### config.mk
export PLATFORM = sky130hd
export DESIGN_NAME = pmStatusReg
export DESIGN_NICKNAME = d
export VERILOG_FILES = /design/src/rtl/pmStatusPkg.sv /design/src/rtl/pmStatusCtrl.sv /design/src/rtl/pmStatusData.sv /design/src/rtl/pmStatusReg.sv
export SDC_FILE = /design/constraint.sdc
export NUM_CORES = 1
export LEC_CHECK = 0
export ABC_AREA = 1
export BUFFER_PORTS_ARGS = -buffer_cell sky130_fd_sc_hd__clkbuf_2
export CAP_MARGIN = 20
export CORE_AREA = 8 8 45 47
export DETAILED_ROUTE_END_ITERATION = 10
export DIE_AREA = 0 0 53 55
export PLACE_DENSITY_LB_ADDON = 0.25
export SETUP_SLACK_MARGIN = 0.05
export SYNTH_ARGS = -nofsm -noshare
export SYNTH_HDL_FRONTEND = slang
export SYNTH_SLANG_ARGS = --single-unit
### constraint.sdc
create_clock -name clk -period 1.15 [get_ports clk]
set_input_delay 0.115 -clock clk [delete_from_list [all_inputs] [get_ports clk]]
set_output_delay 0.115 -clock clk [all_outputs]
set_load 0.01 [all_outputs]
### src/rtl/pmStatusPkg.sv
package pmStatusPkg;
  localparam int NUM_EVT = 8;
  localparam int REG_W   = 16;

  typedef enum logic [2:0] {
    EV_LFV   = 3'd0,
    EV_FBE   = 3'd1,
    EV_CRC   = 3'd2,
    EV_XCRC  = 3'd3,
    EV_EBIT  = 3'd4,
    EV_CEBIT = 3'd5,
    EV_TXAL  = 3'd6,
    EV_NFA   = 3'd7
  } evt_e;

  // control -> datapath strobes
  typedef struct packed {
    logic [NUM_EVT-1:0] setMask;
    logic [NUM_EVT-1:0] clrMask;
    logic [NUM_EVT-1:0] viewMask;
    logic [NUM_EVT-1:0] forceMask;
  } ctrlStrobe_t;

  // position of each event's bit in the host word (decoded by host software)
  function automatic int bitPos(input int idx);
    case (idx)
      0:       return 13;
      1:       return 12;
      2:       return 10;
      3:       return 9;
      4:       return 8;
      5:       return 7;
      6:       return 6;
      default: return 5;
    endcase
  endfunction
endpackage

### src/rtl/pmStatusCtrl.sv
module pmStatusCtrl
  import pmStatusPkg::*;
(
  input  logic               modeCept,
  input  logic               crcMode,
  input  logic               txAlignEn,
  input  logic [NUM_EVT-1:0] eventIn,
  input  logic               rdStrobe,
  output ctrlStrobe_t        strb
);
  logic [NUM_EVT-1:0] validMask;
  logic [NUM_EVT-1:0] forcedMask;

  always_comb begin
    validMask           = '1;
    validMask[EV_CRC]   = crcMode;
    validMask[EV_XCRC]  = crcMode;
    validMask[EV_EBIT]  = modeCept & crcMode;
    validMask[EV_CEBIT] = modeCept & crcMode;
    validMask[EV_TXAL]  = modeCept & txAlignEn;
    forcedMask          = '0;
    forcedMask[EV_TXAL] = ~modeCept;
  end

  always_comb begin
    strb.setMask   = eventIn & validMask;
    strb.clrMask   = {NUM_EVT{rdStrobe}};
    strb.viewMask  = validMask;
    strb.forceMask = forcedMask;
  end
endmodule

### src/rtl/pmStatusData.sv
module pmStatusData
  import pmStatusPkg::*;
(
  input  logic             clk,
  input  logic             rstN,
  input  ctrlStrobe_t      strb,
  output logic [REG_W-1:0] rdData
);
  logic [NUM_EVT-1:0] stat;

  always_ff @(posedge clk) begin
    if (!rstN) stat <= '0;
    else       stat <= (stat & ~strb.clrMask) | strb.setMask;
  end

  always_comb begin
    rdData = '0;
    for (int i = 0; i < NUM_EVT; i++)
      rdData[bitPos(i)] = (stat[i] & strb.viewMask[i]) | strb.forceMask[i];
  end

  for (genvar g = 0; g < NUM_EVT; g++) begin : gChk
    a_r2_set: assert property (@(posedge clk) disable iff (!rstN)
      strb.setMask[g] |=> stat[g]);
    a_r3_hold: assert property (@(posedge clk) disable iff (!rstN)
      (stat[g] && !strb.clrMask[g]) |=> stat[g]);
    a_r4_clear: assert property (@(posedge clk) disable iff (!rstN)
      (strb.clrMask[g] && !strb.setMask[g]) |=> !stat[g]);
    a_r5_keep: assert property (@(posedge clk) disable iff (!rstN)
      (strb.clrMask[g] && strb.setMask[g]) |=> stat[g]);
  end

  always_comb begin
    a_r6_reserved: assert (rdData[15:14] == 2'b00 && rdData[11] == 1'b0 && rdData[4:0] == 5'd0);
  end
endmodule

### src/rtl/pmStatusReg.sv
module pmStatusReg
  import pmStatusPkg::*;
(
  input  logic               clk,
  input  logic               rstN,
  input  logic               modeCept,
  input  logic               crcMode,
  input  logic               txAlignEn,
  input  logic [NUM_EVT-1:0] eventIn,
  input  logic               rdStrobe,
  output logic [REG_W-1:0]   rdData
);
  ctrlStrobe_t strb;

  pmStatusCtrl i_ctrl (
    .modeCept (modeCept),
    .crcMode  (crcMode),
    .txAlignEn(txAlignEn),
    .eventIn  (eventIn),
    .rdStrobe (rdStrobe),
    .strb     (strb)
  );

  pmStatusData i_data (
    .clk   (clk),
    .rstN  (rstN),
    .strb  (strb),
    .rdData(rdData)
  );

  a_r7_ds1_forced: assert property (@(posedge clk) disable iff (!rstN)
    !modeCept |-> rdData[6]);
  a_r8_crc_masked: assert property (@(posedge clk) disable iff (!rstN)
    !crcMode |-> (rdData[10:9] == 2'b00));
  a_r9_ebit_masked: assert property (@(posedge clk) disable iff (!rstN)
    !(modeCept && crcMode) |-> (rdData[8:7] == 2'b00));
  a_r10_txal_off: assert property (@(posedge clk) disable iff (!rstN)
    (modeCept && !txAlignEn) |-> !rdData[6]);
endmodule

======== Word-level counts from Yosys, hierarchy flattened ========
Index checks and enable logic that the tools add are counted.
storage, ports and cells
  logic and storage cells ................. 14
  input port bits ......................... 14
  register bits ........................... 8
  output and inout bits ................... 16
cells by class
  bitwise gates (word level) .............. 13
operators with widths
  cell         count
  $and 8x8->8  2
  $not 8->8    1
  $or 8x8->8   1
  $and 1x1->1  7
  $not 1->1    1
  $or 1x1->1   1

======== Longest topological paths before layout ========
Gate-level depths: netlist (run 1).
  word-level depth ........................ 3
  mapped depth ............................ 3
  mapped depth without buffers ............ 3

======== By module ========
A second synthesis (run 1) with hierarchy kept.
second synthesis, totals
  cells, all modules ...................... 99
  area, all modules ....................... 661.9 um^2
modules (own cells, without submodules)
  module        area each (um^2)  instances  cells each
  pmStatusData  417.9             1          58
  pmStatusCtrl  244.0             1          41

======== Least setup slack after synthesis (run 1) ========
Ideal clock, no wire load.
  path kind ............................... reg-to-output
  from .................................... reg i_data.stat[5]
  to ...................................... out rdData[7]
  arrival ................................. 0.510 ns
  required time ........................... 1.035 ns
  path buffers ............................ 0
  setup slack ............................. 0.525 ns
  stages on the path, launching flop included .. 3
  path through ............................ dfxtp_1 inv_1 nor2_1
on the way
  word-level cells in the longest chain between the ends .. 1
RTL lines
  item                      line                RTL
  start: declaration        pmStatusData.sv:9   logic [NUM_EVT-1:0] stat;
  start signal: assignment  pmStatusData.sv:13  else stat <= (stat & ~strb.clrMask) | strb.setMask;
  $and 1x1->1               pmStatusData.sv:19  rdData[bitPos(i)] = (stat[i] & strb.viewMask[i]) | strb.forceMask[i];
  end: declaration          pmStatusReg.sv:11   output logic [REG_W-1:0] rdData
No other way between the ends.

======== Worst setup path after layout (run 1) ========
  from .................................... reg i_data.stat[4]
  to ...................................... out rdData[8]
Same word-level chain as after synthesis.

==> results.toml, run 1 <==
[clock_network]
cts_tree = "done"
cts_root_buf = "clkbuf_4"
cts_setup_buffers = 0
clock_sinks = 8
cts-hold-fix-buffers = 0
cts.clk_slew.worst_paths_ns = 0.05
cts_resized = 0
insertion_delay_ns = 0.24
cts_buffer_depth = 2
cts_buffers = 3
htreeDepth = 1

[pwr]
irDropWorstVdd_mv = 0.5229
p_leak_nw = 0.2663
finalPower_uw = 595.4
p_per_area_nw_per_um2 = 1242

[detailed_routing]
wl_per_cell_um = 9.689
dr.pass1.iters = 4
dr.first_iter.drc_count = 3
via_count = 349
drc_errors = 0
drt-total-wl_um = 872
viasPerCell = 3.878
ant_nets = 0

[worst_setup_path]
cp-start-kind = "flip-flop"
regToRegStartpoint = "i_data.stat[0]"
required_ns = 1.03
critPathArrivalTime_ns = 0.84
crit_start = "i_data.stat[4]"
crit_path_max_fanout = 2
end_kind = "primary output"
crit_type = "flip-flop to primary output"

[place]
dp_hpwl_um = 731.3
gp_congestion = 0.7084
io_buffer_count = 21

[timing]
finClkSkew_ns = 0
fin_tns_setup_ns = 0
finalCritPeriodShare_pct = 82.83
rsz0062_at_grt = "false"
drv_slew = 0
max_freq_mhz = 1050
fin_crit_ns = 0.9526
finalSetupViolCount = 0
finalHoldViolCount = 0

[grt]
grt_util_met1_pct = 7.385
top_usage_layer = "met2"
grt_use_met2_pct = 9.180
grt_pass1_vias = 342
grtUsageTotal_pct = 6.312
grt_start_max_net_pins = 9
grt_pass1_wl_um = 1338
grt_use_met3_pct = 2.941
overflow = 0
antenna_found_initial = 0

[floorplanning]
io_pins = 30
core_area_um2 = 1384
fp-row-count = 14
dieArea_um2 = 2915
die_h_um = 55
start_util_pct = 28.03
die_width_um = 53

[logic_synthesis]
synth_compound_area_share_pct = 10.32
synth_top_family_by_area = "buffers and inverters"
yosysSeqAreaShare_pct = 41.29
syn_area_per_cell_um2 = 7.183
synthMuxAreaShare_pct = 0
ys_types = 8
synth_seq_cells = 8
yosys.area_share.simple_pct = 20.32
syn-cell-area_um2 = 387.9
syn_inst = 54
synth_xor_area_share_pct = 0
ys_warn_count = 0
synth_fa_ha_area_share_pct = 0

[layout]
syn_to_final_growth_pct = 23.55
regMostFlops = "i_data.stat"
antenna_cells = 0
layout-drive-gt1-share_pct = 32.43
reg.largest.list = "i_data.stat x8"
nets = 90
largest_reg_flops = 8

[flow_run]
drv_cap = 0

[min_path]
hold_class = "input pin to flip-flop"
min_from = "eventIn[1]"

[run_status]
status = "completed"
placed cells by master (no fill, tap or decap):
cell type,instances
clkbuf_4,3
clkbuf_2,21
nor2_1,5
dfxtp_1,8
nand3_1,3
conb_1,8
a21oi_1,8
nand2_1,12
inv_1,6
cells by family (layout without fill, tap and decap cells):
kind of cell / after synthesis / count (layout)
other cells: 1 / 8
flops: 8 / 8
compound gates: 8 / 8
simple gates: 20 / 20
buf+inv: 17 / 30
final timing paths:
path | cells past startpoint | end | slack, ns
setup / recovery | 3 | rdData[8] | 0.20
hold / removal | 3 | i_data.stat[1] | 0.07
setup reg to reg | 2 | i_data.stat[0] | 0.54
hold reg to reg | 2 | i_data.stat[5] | 0.46
critical path: stages (launching register included):
cell	delay, ns
dfxtp_1	0.32
inv_1	0.04
nor2_1	0.09
clkbuf_2	0.14
through the flow:
stage | setup WS, ns | util [%] | instance area, um2 | hold slack (ns) | instances
global placement | 0.4497 | 33.00 | 456.7 | 0.3218 | 87
floorplan | 0.5254 | - | 414.1 | 0.2324 | 61
CTS | 0.1686 | 34.63 | 479.2 | 0.06435 | 90
global route | 0.1039 | 34.63 | 479.2 | 0.08951 | 90
detailed placement | 0.4370 | 33.00 | 456.7 | 0.3264 | 87
finish | 0.1974 | 34.63 | 479.2 | 0.07256 | 90
Yosys cell counts:
library cell  number  area share, %
a21oi_1            8             10
buf_4             11             21
conb_1             1           0.97
dfxtp_1            8             41
inv_1              6            5.8
nand2_1           12             12
nand3_1            3            3.9
nor2_1             5            4.8
where the power goes:
part,switching [mW],internal [mW]
clock network,0.0908,0.119
logic,0.0518,0.0351
registers,0.00644,0.292
total,0.149,0.446
per-layer routing:
layer	routed length [um]	vias up
li1	-	188
met1	342	142
met2	416	17
met3	106	2
met4	7	0
met5	0	-
layout make-up:
type                       count  area (um2)
fill                         162       904.6
sequential                     8       160.2
multi-input combinational     36       148.9
timing repair buffer          21       105.1
clock buffer                   3       22.52
inverter                       6       22.52
tap                           16       20.02
(Power assumes the default switching activity.)
==> run 2: changes to the inputs <==
==> constraint.sdc (replaced) <==
create_clock -name clk -period 0.9 [get_ports clk]
set_input_delay 0.09 -clock clk [delete_from_list [all_inputs] [get_ports clk]]
set_output_delay 0.09 -clock clk [all_outputs]
set_load 0.01 [all_outputs]
==> run 2 against run 1 <==
Net effect:
- die area stayed put
- routed wire length is 6.9% higher
- final cell count is 2.2% higher
- clock-buffer cell count stayed put
- sequential power is 29% higher
- highest routed layer unchanged
- clock skew stayed put
- clock power is 34% higher
- core utilization is 1.8 points higher
- largest cell class unchanged
==> results.toml, run 2 (synthesized netlist as in run 1, its figures left out) <==
[clock_network]
cts_buffers = 3
cts_root_buf = "clkbuf_4"
cts-hold-fix-buffers = 0
cts_tree = "done"
clock_sinks = 8
insertion_delay_ns = 0.26
htreeDepth = 1
cts.clk_slew.worst_paths_ns = 0.06
cts_buffer_depth = 2

[grt]
grtUsageTotal_pct = 6.802
antenna_found_initial = 0
overflow = 0
grt_start_max_net_pins = 9
grt_pass1_wl_um = 1435
grt_pass1_vias = 381

[pwr]
finalPower_uw = 782.8
p_sw_share_pct = 26.20
irDropWorstVdd_mv = 0.6339
p_clk_share_pct = 36.0
p_sw_uw = 205.1
pwr-share-comb_pct = 14.8
p_per_area_nw_per_um2 = 1552
seqPwrFrac_pct = 49.2
p_leak_nw = 0.2839
p_int_uw = 577.7

[floorplanning]
dieArea_um2 = 2915
fp-row-count = 14
io_pins = 30
die_h_um = 55
die_width_um = 53
core_area_um2 = 1384
start_util_pct = 28.03

[place]
io_buffer_count = 21
dpl_cell_area_um2 = 456.7
dp_hpwl_um = 743.4
gp_congestion = 0.6804

[layout]
utilization_pct = 36.44
layout-drive-gt1-share_pct = 44.74
nets = 92
layout_commonest_cell = "clkbuf_2"
antenna_cells = 0
final_cell_area_um2 = 504.2
largest_reg_flops = 8
nFillCells = 164
layout_common_cells = "clkbuf_2 (15), nand2_1 (11), a21oi_1 (8), conb_1 (8)"
reg.largest.list = "i_data.stat x8"
syn_to_final_growth_pct = 30.00
regMostFlops = "i_data.stat"

[timing]
finClkSkew_ns = 0
max_freq_mhz = 1117
finalHoldViolCount = 0
finalCritPeriodShare_pct = 99.48
rsz0062_at_grt = "true"
drv_slew = 0
fin_crit_ns = 0.8953
finalSetupViolCount = 0

[worst_setup_path]
reg2reg_depth = 3
reg2reg_slack_ns = 0.23
crit_end = "rdData[7]"
end_kind = "primary output"
regToRegStartpoint = "i_data.stat[5]"
slowest_delay_ns = 0.32
r2r-end = "i_data.stat[5]"
cp.depth = 3
crit_family = "flip-flops"
critPathArrivalTime_ns = 0.81
crit_buf_inv = 2
required_ns = 0.81
path_cells = "inv_1, nor2_1, buf_2"
crit_type = "flip-flop to primary output"
crit_path_max_fanout = 2
cp-start-kind = "flip-flop"
crit_start = "i_data.stat[5]"
critPathSlowestCell = "dfxtp_2"

[detailed_routing]
drc_errors = 0
via_count = 368
ant_nets = 0
dr.first_iter.drc_count = 3
drt-total-wl_um = 932
wl_per_cell_um = 10.13
dr.pass1.iters = 3
viasPerCell = 4.000

[run_status]
status = "completed"

[flow_run]
drv_cap = 0

[min_path]
min_from = "eventIn[0]"
hold_class = "input pin to flip-flop"
run 2: worst register-to-register path: stages, from the launching register on:
cell     delay (ns)
dfxtp_2        0.32
buf_4          0.09
nand2_1        0.04
a21oi_1        0.14
run 2: metal layers:
metal  global-route usage (%)  wire (um)  up-vias
li1                         -          -      195
met1                    7.066        401      152
met2                    10.94        413       19
met3                    2.674         98        2
met4                    5.172         19        0
met5                        0          0        -
run 2: final cells by class:
| cell class | instances | area, um2 | area share (%) |
|---|---|---|---|
| Sequential cell | 8 | 167.7 | 33.25 |
| Multi-Input combinational cell | 36 | 151.4 | 30.02 |
| Timing Repair Buffer | 23 | 120.1 | 23.82 |
| Clock buffer | 3 | 22.52 | 4.466 |
| Inverter | 6 | 22.52 | 4.466 |
| Tap cell | 16 | 20.02 | 3.970 |
run 2: worst min-delay path by stage:
| stage | slack (ns) | cells after the start | end |
|---|---|---|---|
| after floorplan | 0.21 | 2 | i_data.stat[0] |
| after detailed placement | 0.31 | 3 | i_data.stat[1] |
| after global routing | 0.05 | 3 | i_data.stat[0] |
| after global placement | 0.30 | 3 | i_data.stat[1] |
| final | 0.04 | 3 | i_data.stat[0] |
| after CTS | 0.04 | 3 | i_data.stat[0] |
run 2: through the flow:
step	hold slack, ns	TNS [ns]	setup slack [ns]	instances
3_5_place_dp	0.3067	0	0.2443	87
5_1_grt	0.05360	-0.1687	-0.04889	92
6_report	0.03516	0	0.004675	92
3_3_place_gp	0.2964	0	0.2312	87
2_1_floorplan	0.2074	0	0.3004	61
4_1_cts	0.03892	-0.02163	-0.01131	90
run 2: power by group through the flow:
stage / combinational [mW] / sequential (mW) / clock (mW)
2_1_floorplan: 0.0945 / 0.388 / 0
5_1_grt: 0.134 / 0.387 / 0.315
3_3_place_gp: 0.111 / 0.389 / 0
3_5_place_dp: 0.112 / 0.389 / 0
4_1_cts: 0.112 / 0.384 / 0.286
6_report: 0.116 / 0.385 / 0.282
run 2: what timing repair did:
action / 4_1_cts / 5_1_grt
endpoints found under the setup margin: 5 / 6
resized for setup: 5 / 9
cloned: 0 / 0
pin swaps: 2 / 0
setup buffers: 0 / 2
==> run 3: changes to the inputs <==
--- a/config.mk
+++ b/config.mk
@@ -8,11 +8,13 @@
 export ABC_AREA = 1
 export BUFFER_PORTS_ARGS = -buffer_cell sky130_fd_sc_hd__clkbuf_2
 export CAP_MARGIN = 20
-export CORE_AREA = 8 8 45 47
+export CORE_MARGIN = 8
+export CORE_UTILIZATION = 45
 export DETAILED_ROUTE_END_ITERATION = 10
-export DIE_AREA = 0 0 53 55
+export GPL_ROUTABILITY_DRIVEN = 0
 export PLACE_DENSITY_LB_ADDON = 0.25
 export SETUP_SLACK_MARGIN = 0.05
 export SYNTH_ARGS = -nofsm -noshare
 export SYNTH_HDL_FRONTEND = slang
+export SYNTH_HIERARCHICAL = 1
 export SYNTH_SLANG_ARGS = --single-unit
==> run 3 against run 2 <==
Net effect:
- the flow now finishes with violations (setup timing)
- clock skew unchanged
- clock power decreased by 4%
- global-route usage increased by 0.59 points
- register-to-register slack improved by 0.10 ns
- die area increased by 1.3%
- clock-buffer cell count unchanged
- routed wire length increased by 0.32%
- synthesized cell count increased by 83%
- via count increased by 21%
- combinational power increased by 34%
- largest power group unchanged
==> results.toml, run 3 <==
[min_path]
hold_class = "input pin to flip-flop"
min_from = "eventIn[7]"
holdPathEnd = "i_data/stat[7]"
holdPathStages = 3

[pwr]
irDropWorstVdd_mv = 0.4934
seqPwrFrac_pct = 47.5
p_per_area_nw_per_um2 = 1281
p_clk_share_pct = 33.3
p_sw_uw = 216.3
p_int_uw = 594.8
p_leak_nw = 0.4413
p_sw_share_pct = 26.67
pwr-share-comb_pct = 19.2

[place]
pre_cts_ws_ns = 0.1278
dp_hpwl_um = 803
io_buffer_count = 21

[worst_setup_path]
critPathArrivalTime_ns = 0.83
reg2reg_slack_ns = 0.33
end_kind = "primary output"
cp-start-kind = "flip-flop"
required_ns = 0.81
regToRegStartpoint = "i_data/stat[1]"
r2r-end = "i_data/stat[1]"
crit_path_max_fanout = 2
reg2reg_depth = 2
crit_type = "flip-flop to primary output"

[detailed_routing]
via_count = 447
viasPerCell = 3.664
ant_nets = 0
drc_errors = 0
drt-total-wl_um = 935
wl_per_cell_um = 7.664
dr.pass1.iters = 2
dr.first_iter.drc_count = 2

[floorplanning]
io_pins = 30
fp-row-count = 14
die_h_um = 54.35
core_area_um2 = 1436
die_width_um = 54.35
start_util_pct = 46.08
dieArea_um2 = 2954

[layout]
syn_to_final_growth_pct = -4.348
largest_reg_flops = 8
nets = 122
layout-drive-gt1-share_pct = 29.25
regMostFlops = "i_data/stat"
nFillCells = 168
layout_common_cells = "inv_1 (24), clkbuf_2 (21), conb_1 (18), nand2_1 (12)"
reg.largest.list = "i_data/stat x8"
layout_commonest_cell = "inv_1"
antenna_cells = 0
utilization_pct = 44.08

[logic_synthesis]
async_flop_share_pct = 0
synth_seq_cells = 8
yosysMostFrequentCell = "buf_4"
ys_types = 9
yosysSeqAreaShare_pct = 24.20
syn-cell-area_um2 = 661.9
synth_top_cell_area_share_pct = 36.29
synth_area_leaders = "buf_4 (36%), dfxtp_1 (24%), inv_1 (14%)"
ys_warn_count = 6
ys.flop_type = "dfxtp_1"
syn_inst = 99
synth-edff-count = 0
syn_area_per_cell_um2 = 6.686
synth_largest_area_cell = "buf_4"
synthTopCellsByCount = "buf_4 (32), inv_1 (24), nand2_1 (12)"

[timing]
finalHoldViolCount = 0
drv_slew = 0
setup_slack_ns = -0.02464
finClkSkew_ns = 0
finalCritPeriodShare_pct = 102.7
finalSetupViolCount = 8
max_freq_mhz = 1082
fin_crit_ns = 0.9246
rsz0062_at_grt = "true"
whs_ns = 0.05420

[grt]
grt_start_max_net_pins = 9
grt_pass1_wl_um = 1635
grtUsageTotal_pct = 7.391
overflow = 0
antenna_found_initial = 0
grt_pass1_vias = 435

[clock_network]
cts_buffer_depth = 2
cts_buffers = 3
htreeDepth = 1
insertion_delay_ns = 0.24
clock_sinks = 8
cts_setup_buffers = 0
cts_tree = "done"
cts_root_buf = "clkbuf_4"
cts.clk_slew.worst_paths_ns = 0.06

[run_status]
violations = "setup timing"
status = "complete, but fails checks"

[flow_run]
drv_cap = 0
run 3: worst max path at each step:
stage	from	end	slack, ns	cells after the start
after global routing	i_data/stat[4]	rdData[8]	-0.06	2
after floorplan	crcMode	rdData[7]	0.28	4
after detailed placement	crcMode	rdData[8]	0.13	5
after CTS	i_data/stat[3]	rdData[9]	-0.04	2
final	i_data/stat[3]	rdData[9]	-0.02	2
after global placement	crcMode	rdData[7]	0.14	5
run 3: routing by layer:
layer  routed length, um  GRT usage, %
met5                   0             0
met2                 453         11.64
met3                  98         3.804
met4                   0         3.689
met1                 384         8.000
run 3: cell families after synthesis:
group / after synthesis / synth area share, %
AND/OR/NAND/NOR: 15 / 8.506
other: 3 / 1.701
buffers and inverters: 57 / 50.47
flip-flops: 8 / 24.20
AO/OA/AOI/OAI: 16 / 15.12
run 3: critical path: stages, from the launching register on:
cell and delay (ns):
dfxtp_2 0.32, a21o_1 0.15, clkbuf_2 0.12
run 3: repair_timing:
| item | 4_1_cts | 5_1_grt |
|---|---|---|
| endpoints found under the setup margin | 8 | 8 |
| hold buffers | 0 | 0 |
| resized for setup | 2 | 4 |
run 3: power by group through the flow:
stage	sequential (mW)	clock (mW)	combinational, mW
6_report	0.386	0.270	0.156
5_1_grt	0.388	0.306	0.182
4_1_cts	0.384	0.285	0.157
3_5_place_dp	0.390	0	0.157
3_3_place_gp	0.390	0	0.155
2_1_floorplan	0.388	0	0.194
run 3: area by class of cell:
class,count,area [um2],share of cell area [%]
Sequential cell,8,167.7,26.48
Timing Repair Buffer,21,105.1,16.60
Inverter,25,93.84,14.82
Multi-Input combinational cell,49,224.0,35.38
Tap cell,16,20.02,3.162
Clock buffer,3,22.52,3.557
run 3: stage by stage:
step | TNS [ns] | cell area [um2] | power, mW | cells
2_1_floorplan | 0 | 718.2 | 0.5813 | 114
3_3_place_gp | 0 | 603.1 | 0.5450 | 119
3_5_place_dp | 0 | 603.1 | 0.5468 | 119
4_1_cts | -0.2258 | 628.1 | 0.8261 | 122
5_1_grt | -0.4428 | 633.1 | 0.8759 | 122
6_report | -0.1093 | 633.1 | 0.8112 | 122
